**src/rtl/iq_decim_pkg.sv**
```systemverilog
package iq_decim_pkg;
  localparam int HB_TAPS  = 11;
  localparam int HB_SHIFT = 9;

  // half-band: every other tap zero except the centre, taps sum to 2**HB_SHIFT
  function automatic int hb_coef(input int idx);
    case (idx)
      0, 10:   return 3;
      2, 8:    return -25;
      4, 6:    return 150;
      5:       return 256;
      default: return 0;
    endcase
  endfunction

  typedef enum logic {CH_I = 1'b0, CH_Q = 1'b1} chan_e;
endpackage

```
**src/rtl/iq_beat_split.sv**
```systemverilog
module iq_beat_split #(
  parameter int W = 16
) (
  input  logic                clk_i,
  input  logic                rst_ni,
  input  logic                en_i,
  input  logic                s_valid_i,
  output logic                s_ready_o,
  input  logic [2*W-1:0]      s_data_i,
  output logic                b_valid_o,
  output logic                b_q_o,
  output logic                b_last_o,
  output logic signed [W-1:0] b_data_o
);
  import iq_decim_pkg::*;

  logic [2*W-1:0] hold_q;
  logic           full_q;
  chan_e          ph_q;
  logic           take;

  assign s_ready_o = en_i & (~full_q | (ph_q == CH_Q));
  assign take      = s_valid_i & s_ready_o;

  always_ff @(posedge clk_i or negedge rst_ni) begin
    if (!rst_ni) begin
      hold_q <= '0;
      full_q <= 1'b0;
      ph_q   <= CH_I;
    end else if (en_i) begin
      if (take) begin
        hold_q <= s_data_i;
        full_q <= 1'b1;
        ph_q   <= CH_I;
      end else if (full_q) begin
        if (ph_q == CH_Q) begin
          full_q <= 1'b0;
          ph_q   <= CH_I;
        end else begin
          ph_q <= CH_Q;
        end
      end
    end
  end

  assign b_valid_o = full_q;
  assign b_q_o     = (ph_q == CH_Q);
  // packet end forced on every word: it lands on the Q beat
  assign b_last_o  = (ph_q == CH_Q);
  assign b_data_o  = (ph_q == CH_Q) ? hold_q[2*W-1:W] : hold_q[W-1:0];
endmodule

```
**src/rtl/iq_cic_decim.sv**
```systemverilog
module iq_cic_decim #(
  parameter int W      = 16,
  parameter int STAGES = 3,
  parameter int RATIO  = 8
) (
  input  logic                clk_i,
  input  logic                rst_ni,
  input  logic                en_i,
  input  logic                in_valid_i,
  input  logic                in_q_i,
  input  logic                in_last_i,
  input  logic signed [W-1:0] in_data_i,
  output logic                o_valid_o,
  output logic                o_q_o,
  output logic                o_last_o,
  output logic signed [W-1:0] o_data_o
);
  localparam int LW   = $clog2(RATIO);
  localparam int GROW = STAGES * LW;
  localparam int AW   = W + GROW;

  logic signed [AW-1:0] integ_q [2][STAGES];
  logic signed [AW-1:0] dly_q   [2][STAGES];
  logic signed [AW-1:0] i_nxt   [STAGES];
  logic signed [AW-1:0] c_val   [STAGES];
  logic [LW-1:0]        cnt_q;
  logic                 ch;
  logic                 fire;
  logic                 dump;
  logic [GROW-1:0]      unused_frac;

  assign ch          = in_q_i;
  assign fire        = en_i & in_valid_i;
  assign dump        = fire & (cnt_q == LW'(RATIO - 1));
  assign unused_frac = c_val[STAGES-1][GROW-1:0];

  always_comb begin
    i_nxt[0] = integ_q[ch][0] + AW'(in_data_i);
    for (int s = 1; s < STAGES; s++) i_nxt[s] = integ_q[ch][s] + i_nxt[s-1];
    c_val[0] = i_nxt[STAGES-1] - dly_q[ch][0];
    for (int s = 1; s < STAGES; s++) c_val[s] = c_val[s-1] - dly_q[ch][s];
  end

  always_ff @(posedge clk_i or negedge rst_ni) begin
    if (!rst_ni) begin
      for (int c = 0; c < 2; c++) begin
        for (int s = 0; s < STAGES; s++) begin
          integ_q[c][s] <= '0;
          dly_q[c][s]   <= '0;
        end
      end
      cnt_q     <= '0;
      o_valid_o <= 1'b0;
      o_q_o     <= 1'b0;
      o_last_o  <= 1'b0;
      o_data_o  <= '0;
    end else begin
      if (fire) begin
        for (int s = 0; s < STAGES; s++) integ_q[ch][s] <= i_nxt[s];
        if (in_q_i) cnt_q <= (cnt_q == LW'(RATIO - 1)) ? '0 : cnt_q + 1'b1;
      end
      if (dump) begin
        dly_q[ch][0] <= i_nxt[STAGES-1];
        for (int s = 1; s < STAGES; s++) dly_q[ch][s] <= c_val[s-1];
      end
      if (en_i) begin
        o_valid_o <= dump;
        if (dump) begin
          o_data_o <= c_val[STAGES-1][AW-1 -: W];
          o_q_o    <= in_q_i;
          o_last_o <= in_last_i;
        end
      end
    end
  end
endmodule

```
**src/rtl/iq_hb_fir.sv**
```systemverilog
module iq_hb_fir #(
  parameter int W = 16
) (
  input  logic                clk_i,
  input  logic                rst_ni,
  input  logic                en_i,
  input  logic                in_valid_i,
  input  logic                in_q_i,
  input  logic                in_last_i,
  input  logic signed [W-1:0] in_data_i,
  output logic                o_valid_o,
  output logic                o_q_o,
  output logic                o_last_o,
  output logic signed [W-1:0] o_data_o
);
  import iq_decim_pkg::*;

  localparam int TAPS  = HB_TAPS;
  localparam int ACC_W = W + 12;

  logic signed [W-1:0]     dl_q [2][TAPS-1];
  logic [1:0]              ph_q;
  logic signed [W-1:0]     win  [TAPS];
  logic signed [ACC_W-1:0] prod [TAPS];
  logic signed [ACC_W-1:0] acc;
  logic                    ch;
  logic                    fire;
  logic                    emit;
  logic [ACC_W-W-1:0]      unused_acc;

  assign ch         = in_q_i;
  assign fire       = en_i & in_valid_i;
  assign emit       = fire & ph_q[ch];
  assign unused_acc = {acc[ACC_W-1:HB_SHIFT+W], acc[HB_SHIFT-1:0]};

  always_comb begin
    win[0] = in_data_i;
    for (int j = 1; j < TAPS; j++) win[j] = dl_q[ch][j-1];
  end

  for (genvar j = 0; j < TAPS; j++) begin : g_tap
    assign prod[j] = ACC_W'(hb_coef(j)) * ACC_W'(win[j]);
  end

  always_comb begin
    acc = '0;
    for (int j = 0; j < TAPS; j++) acc = acc + prod[j];
  end

  always_ff @(posedge clk_i or negedge rst_ni) begin
    if (!rst_ni) begin
      for (int c = 0; c < 2; c++)
        for (int j = 0; j < TAPS-1; j++) dl_q[c][j] <= '0;
      ph_q      <= '0;
      o_valid_o <= 1'b0;
      o_q_o     <= 1'b0;
      o_last_o  <= 1'b0;
      o_data_o  <= '0;
    end else begin
      if (fire) begin
        dl_q[ch][0] <= in_data_i;
        for (int j = 1; j < TAPS-1; j++) dl_q[ch][j] <= dl_q[ch][j-1];
        ph_q[ch] <= ~ph_q[ch];
      end
      if (en_i) begin
        o_valid_o <= emit;
        if (emit) begin
          o_data_o <= acc[HB_SHIFT +: W];
          o_q_o    <= in_q_i;
          o_last_o <= in_last_i;
        end
      end
    end
  end
endmodule

```
**src/rtl/iq_beat_pack.sv**
```systemverilog
module iq_beat_pack #(
  parameter int W = 16
) (
  input  logic                clk_i,
  input  logic                rst_ni,
  input  logic                en_i,
  input  logic                in_valid_i,
  input  logic                in_q_i,
  input  logic                in_last_i,
  input  logic signed [W-1:0] in_data_i,
  output logic                m_valid_o,
  output logic [2*W-1:0]      m_data_o,
  output logic                m_last_o
);
  logic [W-1:0] i_hold_q;
  logic         i_have_q;
  logic         fire;
  logic         pair;

  assign fire = en_i & in_valid_i;
  assign pair = fire & in_q_i & i_have_q;

  always_ff @(posedge clk_i or negedge rst_ni) begin
    if (!rst_ni) begin
      i_hold_q  <= '0;
      i_have_q  <= 1'b0;
      m_valid_o <= 1'b0;
      m_data_o  <= '0;
      m_last_o  <= 1'b0;
    end else if (en_i) begin
      if (fire) begin
        if (!in_q_i) begin
          i_hold_q <= in_data_i;
          i_have_q <= 1'b1;
        end else begin
          i_have_q <= 1'b0;
        end
      end
      m_valid_o <= pair;
      if (pair) begin
        m_data_o <= {in_data_i, i_hold_q};
        m_last_o <= in_last_i;
      end
    end
  end
endmodule

```
**src/rtl/iq_decim_chain.sv**
```systemverilog
module iq_decim_chain #(
  parameter int W      = 16,
  parameter int STAGES = 3,
  parameter int RATIO  = 8
) (
  input  logic           clk_i,
  input  logic           rst_ni,
  input  logic           s_valid_i,
  output logic           s_ready_o,
  input  logic [2*W-1:0] s_data_i,
  input  logic           s_last_i,
  output logic           m_valid_o,
  input  logic           m_ready_i,
  output logic [2*W-1:0] m_data_o,
  output logic           m_last_o
);
  logic                en;
  logic                unused_last;
  logic                sp_valid, sp_q, sp_last;
  logic signed [W-1:0] sp_data;
  logic                cic_valid, cic_q, cic_last;
  logic signed [W-1:0] cic_data;
  logic                fir_valid, fir_q, fir_last;
  logic signed [W-1:0] fir_data;

  // global stall: the whole chain freezes while an output word waits
  assign en          = ~(m_valid_o & ~m_ready_i);
  assign unused_last = s_last_i;

  iq_beat_split #(.W(W)) split_i (
    .clk_i(clk_i), .rst_ni(rst_ni), .en_i(en),
    .s_valid_i(s_valid_i), .s_ready_o(s_ready_o), .s_data_i(s_data_i),
    .b_valid_o(sp_valid), .b_q_o(sp_q), .b_last_o(sp_last), .b_data_o(sp_data)
  );

  iq_cic_decim #(.W(W), .STAGES(STAGES), .RATIO(RATIO)) cic_i (
    .clk_i(clk_i), .rst_ni(rst_ni), .en_i(en),
    .in_valid_i(sp_valid), .in_q_i(sp_q), .in_last_i(sp_last), .in_data_i(sp_data),
    .o_valid_o(cic_valid), .o_q_o(cic_q), .o_last_o(cic_last), .o_data_o(cic_data)
  );

  iq_hb_fir #(.W(W)) fir_i (
    .clk_i(clk_i), .rst_ni(rst_ni), .en_i(en),
    .in_valid_i(cic_valid), .in_q_i(cic_q), .in_last_i(cic_last), .in_data_i(cic_data),
    .o_valid_o(fir_valid), .o_q_o(fir_q), .o_last_o(fir_last), .o_data_o(fir_data)
  );

  iq_beat_pack #(.W(W)) pack_i (
    .clk_i(clk_i), .rst_ni(rst_ni), .en_i(en),
    .in_valid_i(fir_valid), .in_q_i(fir_q), .in_last_i(fir_last), .in_data_i(fir_data),
    .m_valid_o(m_valid_o), .m_data_o(m_data_o), .m_last_o(m_last_o)
  );
endmodule

```
**config.mk**
```make
export PLATFORM = sky130hd
export DESIGN_NAME = iq_decim_chain
export DESIGN_NICKNAME = d
export VERILOG_FILES = /design/src/rtl/iq_decim_pkg.sv /design/src/rtl/iq_beat_split.sv /design/src/rtl/iq_cic_decim.sv /design/src/rtl/iq_hb_fir.sv /design/src/rtl/iq_beat_pack.sv /design/src/rtl/iq_decim_chain.sv
export SDC_FILE = /design/constraint.sdc
export NUM_CORES = 2
export LEC_CHECK = 0
export BUFFER_PORTS_ARGS = -buffer_cell sky130_fd_sc_hd__buf_2
export CAP_MARGIN = 20
export CELL_PAD_IN_SITES_DETAIL_PLACEMENT = 1
export CELL_PAD_IN_SITES_GLOBAL_PLACEMENT = 2
export CORE_AREA = 2 2 375 377
export CTS_CLUSTER_DIAMETER = 30
export DETAILED_ROUTE_END_ITERATION = 8
export DIE_AREA = 0 0 377 379
export PLACE_DENSITY = 0.71
export SLEW_MARGIN = 5
export SYNTH_ARGS = -nofsm -noshare
export SYNTH_HDL_FRONTEND = slang
export SYNTH_SLANG_ARGS = --single-unit
```
**constraint.sdc**
```tcl
create_clock -name clk_i -period 30.5 [get_ports clk_i]
set_input_delay 6.1 -clock clk_i [delete_from_list [all_inputs] [get_ports clk_i]]
set_output_delay 6.1 -clock clk_i [all_outputs]
set_load 0.1 [all_outputs]
```
==> summary.md <==
| Metric | Value |
|---|---|
| Outcome | `completed` |
| Gpl congestion | `0.781` |
| Total gr overflow | `0` |
| Die Wd | `377 um` |
| Kind of critical path | `primary input to output pin` |
| Synth warn | `0` |
| H-tree levels | `4` |
| Setup Slack @ Placement | `17.10 ns` |
| Clock Sinks | `746` |
| Vias in the first global route | `37500` |
| Most common cell on crit path | `buf_2` |
| Max-cap viol count | `0` |
| Io pins | `72` |
| Cell with the most instances after synthesis | `nand2_1` |
| Most used DFF post-synth | `dfrtp_1` |
| Root Buffer | `clkbuf_16` |
| Critical Path RT | `24.40 ns` |
| Worst setup margin | `17.13 ns` |
| Clock skew | `0.0669 ns` |
| Max Slew Vio Count | `0` |
| First-pass GRT wire length | `204000 um` |
| Max Clk Rate | `74.8 MHz` |
| # hold bufs at CTS | `0` |
| Via count | `34300` |
| Worst Setup End Kind | `output pin` |
| Buf+Inv Stages, Crit Path | `3` |
| Bufs on Longest Clock Path | `3` |
| CTS tree | `done` |
| Arr. time, crit path | `7.27 ns` |
| Vias per cell | `4.94` |
| Clock latency on the worst-skew pair | `0.81 ns` |
| Rows | `137` |
| Most area-consuming cells after synthesis | `dfrtp_1 (38%), ha_1 (12%), mux2_2 (11%)` |
| Mapped Cells | `4773` |
| Slew HR | `27.8%` |
| Drt first pass iters | `4` |
| CTS clock-pin slew for the worst setup and hold paths | `0.04 ns` |
| Async SR Flop Fraction | `100%` |
| Most frequent cells after synthesis | `nand2_1 (775), dfrtp_1 (746), mux2_2 (499), ha_1 (460), inv_1 (429)` |
| Avg Inst Size Synth | `10.4 um^2` |
| Die Y | `379 um` |
| Starting Density | `35.8%` |
| Post-CTS setup buffer count | `0` |
| Synth-to-layout area growth | `21.3%` |
| Yosys cell types | `82` |
| Crit-path max cell delay | `0.51 ns` |
| Per-cell routed wire length | `17.7 um` |
| Final hold vios | `0` |
| Antenna violations before repair | `2` |
| Seq/Total Area, Yosys | `37.6%` |
| Layout cells sized above 1 | `20.4%` |
| Unrepaired setup endpoints after global routing | `no` |
| Resize count post-CTS | `0` |
| Final TNS setup | `0 ns` |
| CP Max Fanout | `5` |
| Final wirelength | `123000 um` |
| Worst-Margin Slew | `1.08 ns` |
| Setup Viol. Count Final | `0` |
| Synthesized area | `49700 um^2` |
| Pin count of the biggest net entering global routing | `156` |
| CORE AREA | `139000 um^2` |
| Hold WS | `0.412 ns` |
| Setup crit start kind | `primary input` |
| Cell taking the most area after synthesis | `dfrtp_1` |
| Detail Placement HPWL | `86300 um` |
| Die area | `143000 um^2` |
| #FFs+latches synth | `746` |
| Number of synthesized flops with an enable pin | `0` |
| Post-route ant nets | `0` |
| Tmin final | `13.37 ns` |
| Top Family by Delay on Critical Path | `buffers and inverters` |
| Core Util, Final | `43.4%` |
| Drt drc | `0` |
| Cts bufs inserted | `213` |
| GRT Total Usage | `17.7%` |
| IO buf count | `70` |
| Syn nets | `5499` |
| Worst min-delay path category | `flop to flop` |
| Fin nets | `5681` |
| Initial DRC count | `1309` |
| Synth top area share | `37.6%` |
| Period utilization | `43.8%` |
| Slowest-stage cell, CP | `buf_2` |
| Crit path cell chain | `buf_2 > nor2b_1 > buf_4 > a21oi_1 > buf_2` |
-- layout make-up --
cell class              count  area (um^2)
fillers                 15100        78600
clock inverters           122         2040
diodes                      2         5.00
well taps                1807         2260
multi-input cells        3441        28900
repair buffers            122          816
clock buffers             278         6000
flip-flops and latches    746        18700
inverters                 431         1620
-- routing by layer --
layer / wire length, um / vias up / global-route usage, %
met3: 3280 / 168 / 3.07
met4: 2250 / 0 / 4.88
li1: - / 16600 / -
met5: 0 / - / 0
met1: 61800 / 17300 / 25.2
met2: 55900 / 313 / 27.8
-- worst min-delay path, cell delays in order, from the launching register on --
cell and delay (ns):
dfrtp_1 0.33, nand2_1 0.05, nand2_1 0.04
-- state kept, by name, indices dropped and copies added (netlist names) --
signal / cells
cic_i.dly_q: 150
cic_i.integ_q: 150
split_i.b_last_o: 1
fir_i.o_valid_o: 1
split_i.b_valid_o: 1
pack_i.i_have_q: 1
fir_i.dl_q: 320
pack_i.m_last_o: 1
cic_i.o_data_o: 16
cic_i.o_q_o: 1
fir_i.o_q_o: 1
pack_i.i_hold_q: 16
pack_i.m_valid_o: 1
fir_i.o_data_o: 16
cic_i.cnt_q: 3
split_i.hold_q: 32
fir_i.ph_q: 2
pack_i.m_data_o: 32
cic_i.o_valid_o: 1
-- worst paths after layout --
check | startpoint | end | slack, ns | cells after the start
setup / recovery | m_ready_i | s_ready_o | 17.13 | 5
hold / removal | fir_i.dl_q[122] | fir_i.dl_q[106] | 0.41 | 2
setup reg to reg | split_i.b_last_o | cic_i.o_data_o[15] | 17.80 | 47
hold reg to reg | fir_i.dl_q[122] | fir_i.dl_q[106] | 0.41 | 2
max in group asynchronous | rst_ni | split_i.b_last_o | 21.68 | 6
min in group asynchronous | rst_ni | pack_i.m_data_o[1] | 5.30 | 1
-- stage by stage --
step                instance area (um^2)  std cells
floorplan                          49700       4773
global placement                   52200       6544
detailed placement                 52200       6544
CTS                                60200       6944
global route                       60300       6947
finish                             60300       6949
-- placed cells by master (no fill, tap or decap), types with 136 or more instances in the layout --
| master | Yosys | layout |
|---|---|---|
| ha_1 | 460 | 460 |
| xnor2_1 | 163 | 163 |
| nand2_1 | 775 | 774 |
| fa_1 | 229 | 229 |
| a21oi_1 | 218 | 218 |
| dfrtp_1 | 746 | 744 |
| inv_1 | 429 | 429 |
| o21ai_0 | 232 | 232 |
| nor2_1 | 168 | 168 |
| clkbuf_16 | 0 | 214 |
| mux2_2 | 499 | 499 |
| mux2i_1 | 136 | 136 |
-- kinds of logic after synthesis --
group / after synthesis / share of synthesized area [%]
fa+ha+maj: 690 / 20.8
mux: 637 / 14.1
simple gates: 1151 / 9.64
buf+inv: 586 / 4.44
compound gates: 715 / 8.84
xor+xnor: 248 / 4.59
flops: 746 / 37.6
Power is left out: the tool's default activity adds up to more than one toggle a clock period on the data nets, which glitch-free logic cannot reach.
